**config.mk**
```make
export PLATFORM = sky130hd
export DESIGN_NAME = mbist_loop
export DESIGN_NICKNAME = d
export VERILOG_FILES = /design/src/rtl/mbist_pkg.sv /design/src/rtl/mbist_patgen.sv /design/src/rtl/mbist_fifo.sv /design/src/rtl/mbist_loop.sv
export SDC_FILE = /design/constraint.sdc
export NUM_CORES = 1
export LEC_CHECK = 0
export BUFFER_PORTS_ARGS = -buffer_cell sky130_fd_sc_hd__buf_4
export CAP_MARGIN = 20
export CORE_UTILIZATION = 30
export DETAILED_ROUTE_END_ITERATION = 10
export PLACE_DENSITY_LB_ADDON = 0.2
export RECOVER_POWER = 25
export SYNTH_ARGS = -nofsm -noshare
export SYNTH_HDL_FRONTEND = slang
export SYNTH_SLANG_ARGS = --single-unit
```
**constraint.sdc**
```tcl
create_clock -name clk -period 4.9 [get_ports clk]
set_clock_uncertainty 0.1 [all_clocks]
set_input_delay 0.98 -clock clk [delete_from_list [all_inputs] [get_ports clk]]
set_output_delay 0.98 -clock clk [all_outputs]
set_load 0.01 [all_outputs]
```
**src/rtl/mbist_pkg.sv**
```systemverilog
package mbist_pkg;
  localparam int WORD_W = 32;
  localparam logic [WORD_W-1:0] TAP_MASK = 32'h8020_0003;

  typedef enum logic [1:0] {ST_IDLE, ST_WRITE, ST_READ, ST_DRAIN} mbist_state_e;

  function automatic logic [WORD_W-1:0] lfsr_next(input logic [WORD_W-1:0] s);
    lfsr_next = s[0] ? ((s >> 1) ^ TAP_MASK) : (s >> 1);
  endfunction
endpackage

```
**src/rtl/mbist_patgen.sv**
```systemverilog
module mbist_patgen
  import mbist_pkg::*;
(
  input  logic              clk,
  input  logic              rst,
  input  logic              load,
  input  logic [WORD_W-1:0] seed,
  input  logic              adv,
  output logic [WORD_W-1:0] word
);
  always_ff @(posedge clk) begin
    if (rst || load) word <= seed;
    else if (adv)    word <= lfsr_next(word);
  end
endmodule

```
**src/rtl/mbist_fifo.sv**
```systemverilog
module mbist_fifo #(
  parameter int DEPTH = 4,
  parameter int W     = 32
) (
  input  logic         clk,
  input  logic         rst,
  input  logic         flush,
  input  logic         push,
  input  logic [W-1:0] din,
  input  logic         pop,
  output logic [W-1:0] dout,
  output logic         empty,
  output logic         full
);
  localparam int PTR_W = (DEPTH > 1) ? $clog2(DEPTH) : 1;
  localparam int CNT_W = $clog2(DEPTH + 1);

  logic [W-1:0]     ram [DEPTH];
  logic [PTR_W-1:0] wp, rp;
  logic [CNT_W-1:0] cnt;

  always_ff @(posedge clk) begin
    if (push) ram[wp] <= din;
  end

  always_ff @(posedge clk) begin
    if (rst || flush) begin
      wp  <= '0;
      rp  <= '0;
      cnt <= '0;
    end else begin
      if (push) wp <= wp + 1'b1;
      if (pop)  rp <= rp + 1'b1;
      case ({push, pop})
        2'b10:   cnt <= cnt + 1'b1;
        2'b01:   cnt <= cnt - 1'b1;
        default: cnt <= cnt;
      endcase
    end
  end

  assign dout  = ram[rp];
  assign empty = (cnt == '0);
  assign full  = (cnt == CNT_W'(DEPTH));

  assert_no_overflow_R5: assert property (@(posedge clk) disable iff (rst)
    full |-> !push)
    else $error("expected-word queue overflow");

  assert_no_underflow_R5: assert property (@(posedge clk) disable iff (rst)
    empty |-> !pop)
    else $error("expected-word queue underflow");
endmodule

```
**src/rtl/mbist_loop.sv**
```systemverilog
module mbist_loop
  import mbist_pkg::*;
#(
  parameter int          ADDR_W     = 8,
  parameter int          WORDS      = 16,
  parameter int          FIFO_DEPTH = 4,
  parameter logic [31:0] SEED       = 32'h1234_5678
) (
  input  logic              clk,
  input  logic              rst,
  input  logic              start,
  output logic              mem_req,
  output logic              mem_we,
  output logic [ADDR_W-1:0] mem_addr,
  output logic [31:0]       mem_wdata,
  input  logic [31:0]       mem_rdata,
  input  logic              mem_rvalid,
  output logic              done,
  output logic              fail
);
  localparam logic [ADDR_W-1:0] LAST = ADDR_W'(WORDS - 1);

  mbist_state_e      state;
  logic [ADDR_W-1:0] addr;
  logic [31:0]       pass_seed;
  logic              pass_err;
  logic [31:0]       wr_word, rd_word, exp_word;
  logic              fifo_empty, fifo_full;
  logic              wr_issue, rd_issue, rd_load, pop, mismatch, pass_end;

  assign wr_issue = !start && (state == ST_WRITE);
  assign rd_load  = wr_issue && (addr == LAST);
  assign rd_issue = !start && (state == ST_READ) && !fifo_full;
  assign pop      = mem_rvalid && !fifo_empty;
  assign mismatch = pop && (mem_rdata != exp_word);
  assign pass_end = (state == ST_DRAIN) && fifo_empty;

  // write-stream generator: runs on across passes
  mbist_patgen u_wgen (
    .clk(clk), .rst(rst), .load(start), .seed(SEED),
    .adv(wr_issue), .word(wr_word)
  );

  // read-stream generator: reloaded from the saved pass seed
  mbist_patgen u_rgen (
    .clk(clk), .rst(rst), .load(rd_load), .seed(pass_seed),
    .adv(rd_issue), .word(rd_word)
  );

  mbist_fifo #(.DEPTH(FIFO_DEPTH), .W(WORD_W)) u_expq (
    .clk(clk), .rst(rst), .flush(start), .push(rd_issue), .din(rd_word),
    .pop(pop), .dout(exp_word), .empty(fifo_empty), .full(fifo_full)
  );

  always_ff @(posedge clk) begin
    if (rst) begin
      state     <= ST_IDLE;
      addr      <= '0;
      mem_req   <= 1'b0;
      mem_we    <= 1'b0;
      mem_addr  <= '0;
      mem_wdata <= '0;
      done      <= 1'b0;
      fail      <= 1'b0;
      pass_err  <= 1'b0;
      pass_seed <= SEED;
    end else begin
      mem_req <= 1'b0;
      mem_we  <= 1'b0;
      if (mismatch) pass_err <= 1'b1;
      if (start) begin
        state     <= ST_WRITE;
        addr      <= '0;
        done      <= 1'b0;
        fail      <= 1'b0;
        pass_err  <= 1'b0;
        pass_seed <= SEED;
      end else begin
        case (state)
          ST_WRITE: begin
            mem_req   <= 1'b1;
            mem_we    <= 1'b1;
            mem_addr  <= addr;
            mem_wdata <= wr_word;
            if (addr == LAST) begin
              addr  <= '0;
              state <= ST_READ;
            end else begin
              addr <= addr + 1'b1;
            end
          end
          ST_READ: begin
            if (!fifo_full) begin
              mem_req  <= 1'b1;
              mem_addr <= addr;
              if (addr == LAST) begin
                addr  <= '0;
                state <= ST_DRAIN;
              end else begin
                addr <= addr + 1'b1;
              end
            end
          end
          ST_DRAIN: begin
            if (fifo_empty) begin
              done      <= 1'b1;
              fail      <= fail | pass_err;
              pass_err  <= 1'b0;
              pass_seed <= wr_word;
              state     <= ST_WRITE;
            end
          end
          default: state <= ST_IDLE;
        endcase
      end
    end
  end

  assert_idle_quiet_R1: assert property (@(posedge clk) disable iff (rst)
    (state == ST_IDLE) && !start |=> !mem_req)
    else $error("request while idle");

  assert_done_held_R6: assert property (@(posedge clk) disable iff (rst)
    done && !start |=> done)
    else $error("done dropped without start");

  assert_fail_at_pass_end_R7: assert property (@(posedge clk) disable iff (rst)
    !pass_end && !start |=> $stable(fail))
    else $error("fail changed inside a pass");

  assert_fail_sticky_R8: assert property (@(posedge clk) disable iff (rst)
    fail && !start |=> fail)
    else $error("fail cleared without start");
endmodule

```
; After elaboration in Yosys (flattened, before gate mapping)
; Memory sizes are Yosys's and may differ from the RTL's. A register that Yosys moved wholly into a read port is not among the register bits.
; Index checks and enable logic that the tools add are counted.
[totals]
mem_bits_rw = 128
n_memories = 1
in_bits = 36
regBits = 158
output_inout_bits = 44
word_cells = 90
[memory_table]
columns = name, depth, width, read_ports, rd_ports_with_merged_regs, write_ports, line
row1 = u_expq.ram, 4, 32, 1, 1, 1, mbist_fifo.sv:18  ; logic [W-1:0] ram [DEPTH];
[classes]
n_bitwise = 4
reduce_logical = 22
muxes = 26
eq_ne = 16
add_sub_neg = 5
[ops]
columns = cell, n
row1 = two-way mux 32 bit, 4
row2 = inequality test 32 bit, 1
row3 = case mux 8 bit (2 select lines), 2
row4 = two-way mux 8 bit, 3
row5 = two-way mux 2 bit, 6
row6 = "adder 8 x 1 -> 8 bit, second input constant", 1
row7 = "equality test 8 x 4 -> 1 bit, second input constant", 1
row8 = two-way mux 1 bit, 8
row9 = inverter 3 -> 4 bit, 2
row10 = AND reduction 4 bit, 2
row11 = "equality test 2 bit, second input constant", 3
row12 = logical AND 1 bit, 6
row13 = "inequality test 3 x 2 -> 1 bit, second input constant", 2
row14 = "inequality test 3 bit, second input constant", 2
row15 = case mux 2 bit (3 select lines), 1
row16 = case mux 3 bit (2 select lines), 1
row17 = AND reduction 2 bit, 3
row18 = nonzero test 2 bit, 3
row19 = "adder 2 x 1 -> 2 bit, second input constant", 2
row20 = "equality test 2 x 1 -> 1 bit, second input constant", 2
row21 = "inequality test 2 x 1 -> 1 bit, second input constant", 2
row22 = "inequality test 2 bit, second input constant", 2
row23 = "adder 3 x 1 -> 3 bit, second input constant", 1
row24 = "equality test 3 bit, second input constant", 1
row25 = other kinds (9), 12

; Depth between registers and ports, before layout
; Gate-level depths: netlist (run 1).
[logic_depth]
ltp_word = 7
mapped_depth = 11
mapped_depth_nobuf = 11

; Cells and area by module
; Synthesis (run 1) repeated with hierarchy kept, for this count alone.
[hier_totals]
cells_unflattened = 793
area_unflattened_um2 = 11467.2
[by_module_without_submodules]
columns = module, instances, cells_each, seq_area_each_um2, area_each_um2
row1 = mbist_fifo, 1, 215, 4023.9, 5098.6
row2 = mbist_loop, 1, 434, 1741.7, 3538.4
row3 = mbist_patgen, 2, 72, 960.9, 1415.1

; Least setup slack after synthesis (run 1)
; OpenSTA, ideal clock, no wires.
[synth_path]
path_type = input port to flip-flop
startpoint = input start
endpoint = register u_rgen.word[0] (enable)
setup_time_ns = 0.466
arrival_time_ns = 3.277
path_slack_ns = 1.057
n_path_buf = 0
cell_stages = 1
t_required_ns = 4.334
cell_sequence = o21ai_0
[synth_via]
elab_chain_len = 5
elab_cells_between_ends = 7
cone_classes = reduce/logical (7)
[synth_lines]
columns = element, line
row1 = start: declaration, mbist_loop.sv:11  ; input logic start,
row2 = logical NOT 1 bit (*), "mbist_loop.sv:31, mbist_loop.sv:33"
row3 = logical AND 1 bit, mbist_loop.sv:31  ; assign wr_issue = !start && (state == ST_WRITE);
row4 = logical AND 1 bit, mbist_loop.sv:32  ; assign rd_load = wr_issue && (addr == LAST);
row5 = logical OR 1 bit, mbist_patgen.sv:12  ; if (rst || load) word <= seed;
row6 = nonzero test 2 bit (no line) (*), --
row7 = end signal: assignment, mbist_patgen.sv:13  ; else if (adv) word <= lfsr_next(word);
row8 = end: declaration, mbist_patgen.sv:9  ; output logic [WORD_W-1:0] word
; Every way passes the cells marked *; elsewhere a longest branch is shown, timed or not.
; A chain may end at the register's enable or synchronous reset.

; Final worst setup path (run 1)
[layout_path]
startpoint = register state[1]
endpoint = register u_rgen.word[2] (enable)
[layout_via]
elab_chain_len = 5
elab_cells_between_ends = 8
cone_classes = eq/ne (2) / reduce/logical (6)
[layout_lines]
columns = element, line
row1 = start: declaration, mbist_loop.sv:23  ; mbist_state_e state;
row2 = start signal: assignment, mbist_loop.sv:57  ; state <= ST_IDLE;
row3 = start signal: assignment, mbist_loop.sv:72  ; state <= ST_WRITE;
row4 = start signal: assignment, mbist_loop.sv:87  ; state <= ST_READ;
row5 = equality test 2 x 1 -> 1 bit, mbist_loop.sv:31
row6 = logical AND 1 bit, mbist_loop.sv:31
row7 = logical AND 1 bit, mbist_loop.sv:32
row8 = logical OR 1 bit, mbist_patgen.sv:12
row9 = nonzero test 2 bit (no line) (*), --
; Marks and branches as above.

==> flow_summary.ini, run 1 <==
[timing]
holdWs_ns = 0.3522
setup_violations = 0
fmax_ghz = 0.3129
worstMarginPinSlew_ns = 0.8412
fin_crit_sh_pct = 65.23
post-route-min-period_ns = 3.196
finalHoldViolCount = 0
fin_ws_ns = 1.704
rsz0062_at_grt = false
drv_slew = 0
timing.slew.headroom_pct = 43.92
tns_ns = 0

[synth]
async_flop_share_pct = 0
ys.flop_type = edfxtp_1
syn_area_per_cell_sq_um = 13.27
syn_area_sq_um = 11120
syn_inst = 838
syn-num-nets = 885
yosysWarnings = 0
synth_edf_count = 160
ys_seq_elements = 288
ys_seq_area_share_pct = 66.27
synthDistinctLibCells = 40

[worst_setup_path]
ff2ff_setup_slack_ns = 1.70
crit_path_max_incr_delay_ns = 0.71
path_cells = inv_1 -> ha_1 -> inv_1 -> nor2_2 -> buf_4 -> a21oi_4 -> buf_4 -> o21ai_2 -> buf_4
start_kind = register
r2r_end = u_rgen.word[2]
r2r_start = state[1]
path_class = register to register
cp_slowest_cell = ha_1
worst-endpoint-arrival_ns = 3.25
critPathRequiredTime_ns = 4.95
ff2ff_path_depth = 9
cp-startpoint = state[1]
end_kind = register
cpMostUsedCell = buf_4
path_max_fanout = 36

[grt]
first_global_vias = 6451
grt_pass1_wl_mm = 38.02
grt_max_degree = 54
track_usage_pct = 12.82
overflow = 0
antenna_found_initial = 0

[power]
p_clk_share_pct = 46.2
p_per_area_nw_per_um2 = 394.4
ir_drop_uv = 224.5
pwr-share-seq_pct = 50.1
p_leak_nw = 4.608
p_sw_mw = 1.114
power.share.switching_pct = 21.15
p_int_mw = 4.153
power_frac_comb_pct = 3.8

[routing]
wirelength_mm = 24.05
wire_per_inst_microns = 16.92
viasPerCell = 4.550
num_vias = 6466
ant_nets = 0
drc = 0
dr.first_iter.drc_count = 426
firstDrtPassIters = 5

[placed_design]
place.gp.congestion = 0.6940
dp_worst_setup_slack_ns = 1.681
dp.cells = 1357
place_hpwl_mm = 15.59
numPortBuffers = 79

[min_path]
hold_path.class = register to register
worst_hold_path.num_cells = 2
hp-start = pass_seed[29]
holdPathEnd = pass_seed[29]

[floorplan]
start_util_pct = 30.44
core-area_sq_um = 36520
die_y_microns = 194.5
die_x_microns = 194.5
rows = 70
ios = 80
die_area_sq_um = 37830

[layout]
antenna_cells = 0
final_nets = 974
syn2layout_area_growth_pct = 20.13
final_cells = 1421
drive_gt1_share_pct = 22.67

[status]
status = finished, final reports clean

[clock_network]
numCtsBuffers = 35
cts_tree = yes
cts_setup_buffers = 0
clk_pin_slew_ns = 0.05
htree_levels = 2
worstSkewPairLatency_ns = 0.51
clockRootBuffer = clkbuf_16
cts-resized-gates = 0
clock-sinks = 288
hold_buffers = 0
clock_path_buffers = 3

[flow_run]
cap_violations = 0
[per-stage QoR]
| step | utilization [%] | total power, mW | cell area [sq um] |
|---|---|---|---|
| floorplan | - | 2.798 | 11120 |
| global placement | 33.42 | 2.885 | 12200 |
| detailed placement | 33.49 | 2.889 | 12230 |
| CTS | 36.51 | 5.340 | 13340 |
| global route | 36.57 | 5.462 | 13360 |
| finish | 36.57 | 5.268 | 13360 |
[registers in the layout, indices dropped and copies added (netlist names), 3 cells and up, named ones only]
register / cells
u_wgen.word: 32
mem_addr: 8
mem_wdata: 32
u_rgen.word: 32
addr: 8
u_expq.ram: 128
pass_seed: 32
u_expq.cnt: 3
[metal layers]
layer	up-vias	GRT usage, %	part of all wire, %	wire length (microns)
met5	-	0	0	0
met4	0	3.968	2.0	485
met3	39	2.186	4.4	1054
met2	150	18.89	43	10240
met1	3112	19.06	51	12260
li1	3165	-	-	-
[logic make-up after synthesis]
kind of cell    Yosys count  share of synthesized area, %
mux                      84                         12.16
buf+inv                  54                         2.330
flops                   288                         66.27
compound gates           88                         4.142
fa+ha+maj                11                         1.306
xor+xnor                 49                         3.860
simple gates            264                         9.938
[critical path, delay by kind of cell (launching register included)]
kind | cells | cell delay (ns)
adders and majority gates | 1 | 0.71
buffers and inverters | 5 | 1.31
AOI/OAI and AO/OA | 2 | 0.21
DFF | 1 | 0.33
and+or+nand+nor | 1 | 0.14
[cell usage after synthesis (3+ instances only)]
cell / n / area [sq um]
nand2_1: 169 / 634.4
buf_2: 5 / 25.02
dfxtp_1: 128 / 2562
nor2b_1: 3 / 18.77
mux4_2: 31 / 698.2
edfxtp_1: 160 / 4805
xor2_1: 12 / 105.1
nor2_1: 47 / 176.4
buf_6: 4 / 45.04
xnor2_1: 37 / 324.1
a21oi_1: 77 / 385.4
mux2i_1: 24 / 240.2
nor3_1: 3 / 15.01
mux2_4: 23 / 345.3
nand3_1: 18 / 90.09
o21ai_0: 3 / 15.01
inv_1: 10 / 37.54
clkbuf_1: 31 / 116.4
ha_1: 10 / 125.1
and2_1: 5 / 31.28
mux2_2: 6 / 67.56
nand4_1: 8 / 50.05
[power by group through the flow]
stage	Clock [mW]	Sequential [mW]	Combinational [mW]
2_1_floorplan	0	2.67	0.127
3_3_place_gp	0	2.69	0.198
3_5_place_dp	0	2.69	0.200
4_1_cts	2.50	2.64	0.201
5_1_grt	2.60	2.64	0.218
6_report	2.43	2.64	0.198
[worst max path at each step]
stage | end | slack (ns) | cells after the start
2_1_floorplan | u_rgen.word[0] | 1.06 | 1
3_3_place_gp | u_rgen.word[24] | 1.72 | 9
3_5_place_dp | u_rgen.word[15] | 1.68 | 9
4_1_cts | u_rgen.word[2] | 1.66 | 9
5_1_grt | u_rgen.word[2] | 1.47 | 9
6_report | u_rgen.word[2] | 1.70 | 9
[cell type report]
type,count,area (sq um)
Clock buffer,55,1042
Clock inverter,8,61.31
Fill cell,3575,23170
Inverter,10,37.54
Multi-Input combinational cell,496,3507
Sequential cell,288,7368
Tap cell,468,585.6
Timing Repair Buffer,96,753.2
[cells in the final DEF, fill, tap and decap left out, types with 23 or more instances in the layout]
master     count
clkbuf_16     36
buf_4         94
mux4_2        31
nand2_1      169
dfxtp_1      127
a21oi_1       77
mux2_4        23
nor2_1        45
xnor2_1       37
edfxtp_1     160
mux2i_1       24
Power figures use the tool's default switching activity.
==> run 2: changes to the inputs <==
- clock period: 4.9 -> 2.7 ns (I/O delays scaled with it)
==> flow_summary.ini, run 2 (same netlist as run 1, synthesis figures left out) <==
[status]
status = finished, final reports clean

[min_path]
hp-start = rst
hold_path.class = input pin to register
worst_hold_path.num_cells = 2
holdPathEnd = mem_wdata[0]

[routing]
dr.first_iter.drc_count = 341
firstDrtPassIters = 6
wirelength_mm = 23.64
drc = 0
wire_per_inst_microns = 16.70
num_vias = 6395
ant_nets = 0
viasPerCell = 4.516

[floorplan]
ios = 80
die_y_microns = 194.5
start_util_pct = 30.44
die_x_microns = 194.5
rows = 70
die_area_sq_um = 37830
core-area_sq_um = 36520

[layout]
final_nets = 972
design_area_sq_um = 13420
top_register = u_expq.ram
layout_commonest_cell = nand2_1
fin_util_pct = 36.74
antenna_cells = 0
drive_gt1_share_pct = 22.36
final_cell_mix = nand2_1, edfxtp_1, dfxtp_1
largest_reg_flops = 128
syn2layout_area_growth_pct = 20.71

[grt]
busiest_layer = met1
gr-usage-met2_pct = 18.65
grt_max_degree = 51
track_usage_pct = 12.54
first_global_vias = 6390
gr-usage-met1_pct = 18.97
overflow = 0
antenna_found_initial = 0
grtUsageMet3_pct = 1.857
grt_pass1_wl_mm = 37.42

[worst_setup_path]
r2r_end = u_expq.cnt[2]
cp-startpoint = state[0]
r2r_start = state[0]
ff2ff_setup_slack_ns = 0.20
critPathRequiredTime_ns = 3.07
end_kind = register
path_max_fanout = 5
start_kind = register
path_class = register to register
worst-endpoint-arrival_ns = 2.88
cpMostUsedCell = inv_1
crit_path_max_incr_delay_ns = 0.43
path_cells = inv_1 -> ha_1 -> nand2_1 -> nor2_1 -> inv_1 -> ha_1 -> inv_1 -> fa_1 -> xor2_1 -> or3_1 -> a21oi_1
ff2ff_path_depth = 11
cp_slowest_cell = fa_1

[clock_network]
hold_buffers = 0
cts_setup_buffers = 0
cts-resized-gates = 0
clock_path_buffers = 3
worstSkewPairLatency_ns = 0.54
numCtsBuffers = 30
clock-sinks = 288
clockRootBuffer = clkbuf_16
cts_tree = yes
htree_levels = 1
clk_pin_slew_ns = 0.06

[power]
p_leak_nw = 4.619
ir_drop_uv = 480.9
p_per_area_nw_per_um2 = 705.7

[placed_design]
dp_worst_setup_slack_ns = 0.1966
numPortBuffers = 79
place_hpwl_mm = 15.56
placed_area_sq_um = 12370
place.gp.congestion = 0.6912

[timing]
finalHoldViolCount = 0
fin_ws_ns = 0.1993
fin_crit_sh_pct = 92.62
drv_slew = 0
post-route-min-period_ns = 2.501
timing.slew.headroom_pct = 56.04
setup_violations = 0
tns_ns = 0
rsz0062_at_grt = false
fmax_ghz = 0.3999
worstMarginPinSlew_ns = 0.6506

[flow_run]
cap_violations = 0
## run 2: worst max-delay path, delay by kind of cell, from the launching register on
| family | cells | cell delay [ns] |
|---|---|---|
| buffers and inverters | 3 | 0.22 |
| adder cells (fa/ha/maj) | 3 | 0.86 |
| flip-flops | 1 | 0.37 |
| XOR/XNOR | 1 | 0.15 |
| AO/OA/AOI/OAI | 1 | 0.13 |
| AND/OR/NAND/NOR | 3 | 0.60 |
## run 2: worst max-delay path by stage
stage | to | slack, ns
after floorplan | u_rgen.word[0] | 0.26
after global placement | u_expq.cnt[2] | 0.25
after detailed placement | u_expq.cnt[2] | 0.20
after CTS | u_expq.cnt[2] | 0.19
after global routing | u_expq.cnt[2] | 0.01
final | u_expq.cnt[2] | 0.20
## run 2: area by class of cell
type | count | area (sq um)
multi-input cells | 496 | 3507
inverters | 10 | 37.54
clock inverters | 15 | 170.2
well taps | 468 | 585.6
flip-flops and latches | 288 | 7368
repair buffers | 99 | 868.3
clock buffers | 40 | 882.1
fillers | 3493 | 23100
## run 2: metal layers
layer	routed length, microns	up-vias	share of wire, %
met5	0	-	0
met4	431	0	1.8
met3	959	32	4.1
met2	10120	128	43
met1	12130	3081	51
li1	-	3154	-
## run 2: power breakdown
group / switching [mW] / internal, mW / total (mW)
clock network: 1.66 / 2.66 / 4.32
registers: 0.0818 / 4.70 / 4.79
logic: 0.193 / 0.176 / 0.369
## run 2: per-stage QoR
stage                     hold WS, ns  total power [mW]  instances
after detailed placement       0.3478             5.258       1361
final                          0.1340             9.470       1416
after global placement         0.3458             5.254       1361
after CTS                      0.1063             9.590       1416
after global routing           0.1189             9.799       1416
after floorplan                0.3338             5.076        838
==> run 3: changes to the inputs <==
- SETUP_SLACK_MARGIN: unset -> 0.4
==> flow_summary.ini, run 3 (same netlist as run 1, synthesis figures left out) <==
[status]
status = finished, final reports clean

[placed_design]
place.gp.congestion = 0.6984
place_hpwl_mm = 15.79
placed_area_sq_um = 12340
dp_worst_setup_slack_ns = 0.3033
numPortBuffers = 79

[worst_setup_path]
end_kind = register
start_kind = register
worst-endpoint-arrival_ns = 2.64
path_max_fanout = 5
critPathRequiredTime_ns = 3.08
path_class = register to register

[layout]
final_cell_mix = nand2_1, edfxtp_1, dfxtp_1
antenna_cells = 0
final_nets = 972
syn2layout_area_growth_pct = 20.64
design_area_sq_um = 13410
drive_gt1_share_pct = 23.89
layout_commonest_cell = nand2_1
top_register = u_expq.ram
largest_reg_flops = 128

[grt]
grt_max_degree = 51
overflow = 0
grt_pass1_wl_mm = 38.04
antenna_found_initial = 0
track_usage_pct = 12.84
first_global_vias = 6417

[routing]
dr.first_iter.drc_count = 431
drt-met1-wl_mm = 12.18
ant_nets = 0
num_vias = 6353
topRoutingLayerUsed = met4
dr_wl_met2_mm = 10.31
drc = 0
wire_per_inst_microns = 17.02
firstDrtPassIters = 5
wirelength_mm = 24.13
viasPerCell = 4.480
wl_met3_mm = 1.190

[clock_network]
cts_setup_buffers = 0
numCtsBuffers = 31
clk_pin_slew_ns = 0.06
htree_levels = 1
hold_buffers = 0
cts_tree = yes
clockRootBuffer = clkbuf_16
worstSkewPairLatency_ns = 0.56
clock_path_buffers = 3
clock-sinks = 288

[timing]
rsz0062_at_grt = true
finalHoldViolCount = 0
fin_ws_ns = 0.4477
holdWs_ns = 0.1190
setup_violations = 0
drv_slew = 0
fmax_ghz = 0.4440
post-route-min-period_ns = 2.252
worstMarginPinSlew_ns = 1.018
fin_crit_sh_pct = 83.42
tns_ns = 0
timing.slew.headroom_pct = 31.87

[floorplan]
die_area_sq_um = 37830
die_x_microns = 194.5
start_util_pct = 30.44
die_y_microns = 194.5
core-area_sq_um = 36520
ios = 80
rows = 70

[power]
p_per_area_nw_per_um2 = 699.1
ir_drop_uv = 475.1
p_leak_nw = 4.623
p_total_mw = 9.376

[flow_run]
cap_violations = 0

[min_path]
hold_path.class = input pin to register
==> run 3: critical path: stages (launching register included) <==
cell and delay [ns]:
dfxtp_2 0.35, inv_1 0.06, ha_2 0.21, nand2_1 0.09, nor2_2 0.06, inv_1 0.06, ha_1 0.17, inv_1 0.07
fa_1 0.43, xor2_1 0.16, or3_1 0.32, a21oi_2 0.12
==> run 3: final timing paths <==
kind                      start            end  slack [ns]  cells after the start
setup / recovery       state[0]  u_expq.cnt[2]        0.45                     11
hold reg to reg   pass_seed[11]  pass_seed[11]        0.35                      2
hold / removal              rst       state[0]        0.12                      2
setup reg to reg       state[0]  u_expq.cnt[2]        0.45                     11
==> run 3: per-layer routing <==
| layer | vias to the layer above | global-route usage (%) |
|---|---|---|
| li1 | 3149 | - |
| met1 | 3039 | 19.34 |
| met2 | 128 | 18.96 |
| met3 | 37 | 2.117 |
| met4 | 0 | 3.322 |
| met5 | - | 0 |
==> run 3: area by class of cell <==
type | count | area (sq um)
clock buffers | 52 | 992.2
well taps | 468 | 585.6
clock inverters | 6 | 58.81
flip-flops and latches | 288 | 7370
multi-input cells | 496 | 3532
fillers | 3504 | 23110
inverters | 10 | 37.54
repair buffers | 98 | 835.8
==> run 3: repair_timing <==
| item | in CTS | in global routing |
|---|---|---|
| pin swaps | 1 | 0 |
| setup endpoints to repair | 1 | 3 |
| gates resized for setup | 3 | 3 |
==> run 3: report_power, final <==
part / internal (mW) / switching, mW / total, mW / leakage (nW)
Sequential: 4.71 / 0.0820 / 4.79 / 2.49
Combinational: 0.174 / 0.194 / 0.368 / 1.60
Clock: 2.58 / 1.64 / 4.22 / 0.533
Total: 7.46 / 1.92 / 9.38 / 4.62
==> run 3: stage by stage <==
step	std cells	util [%]
2_1_floorplan	838	-
3_3_place_gp	1360	33.79
3_5_place_dp	1360	33.79
4_1_cts	1418	36.69
5_1_grt	1418	36.72
6_report	1418	36.72
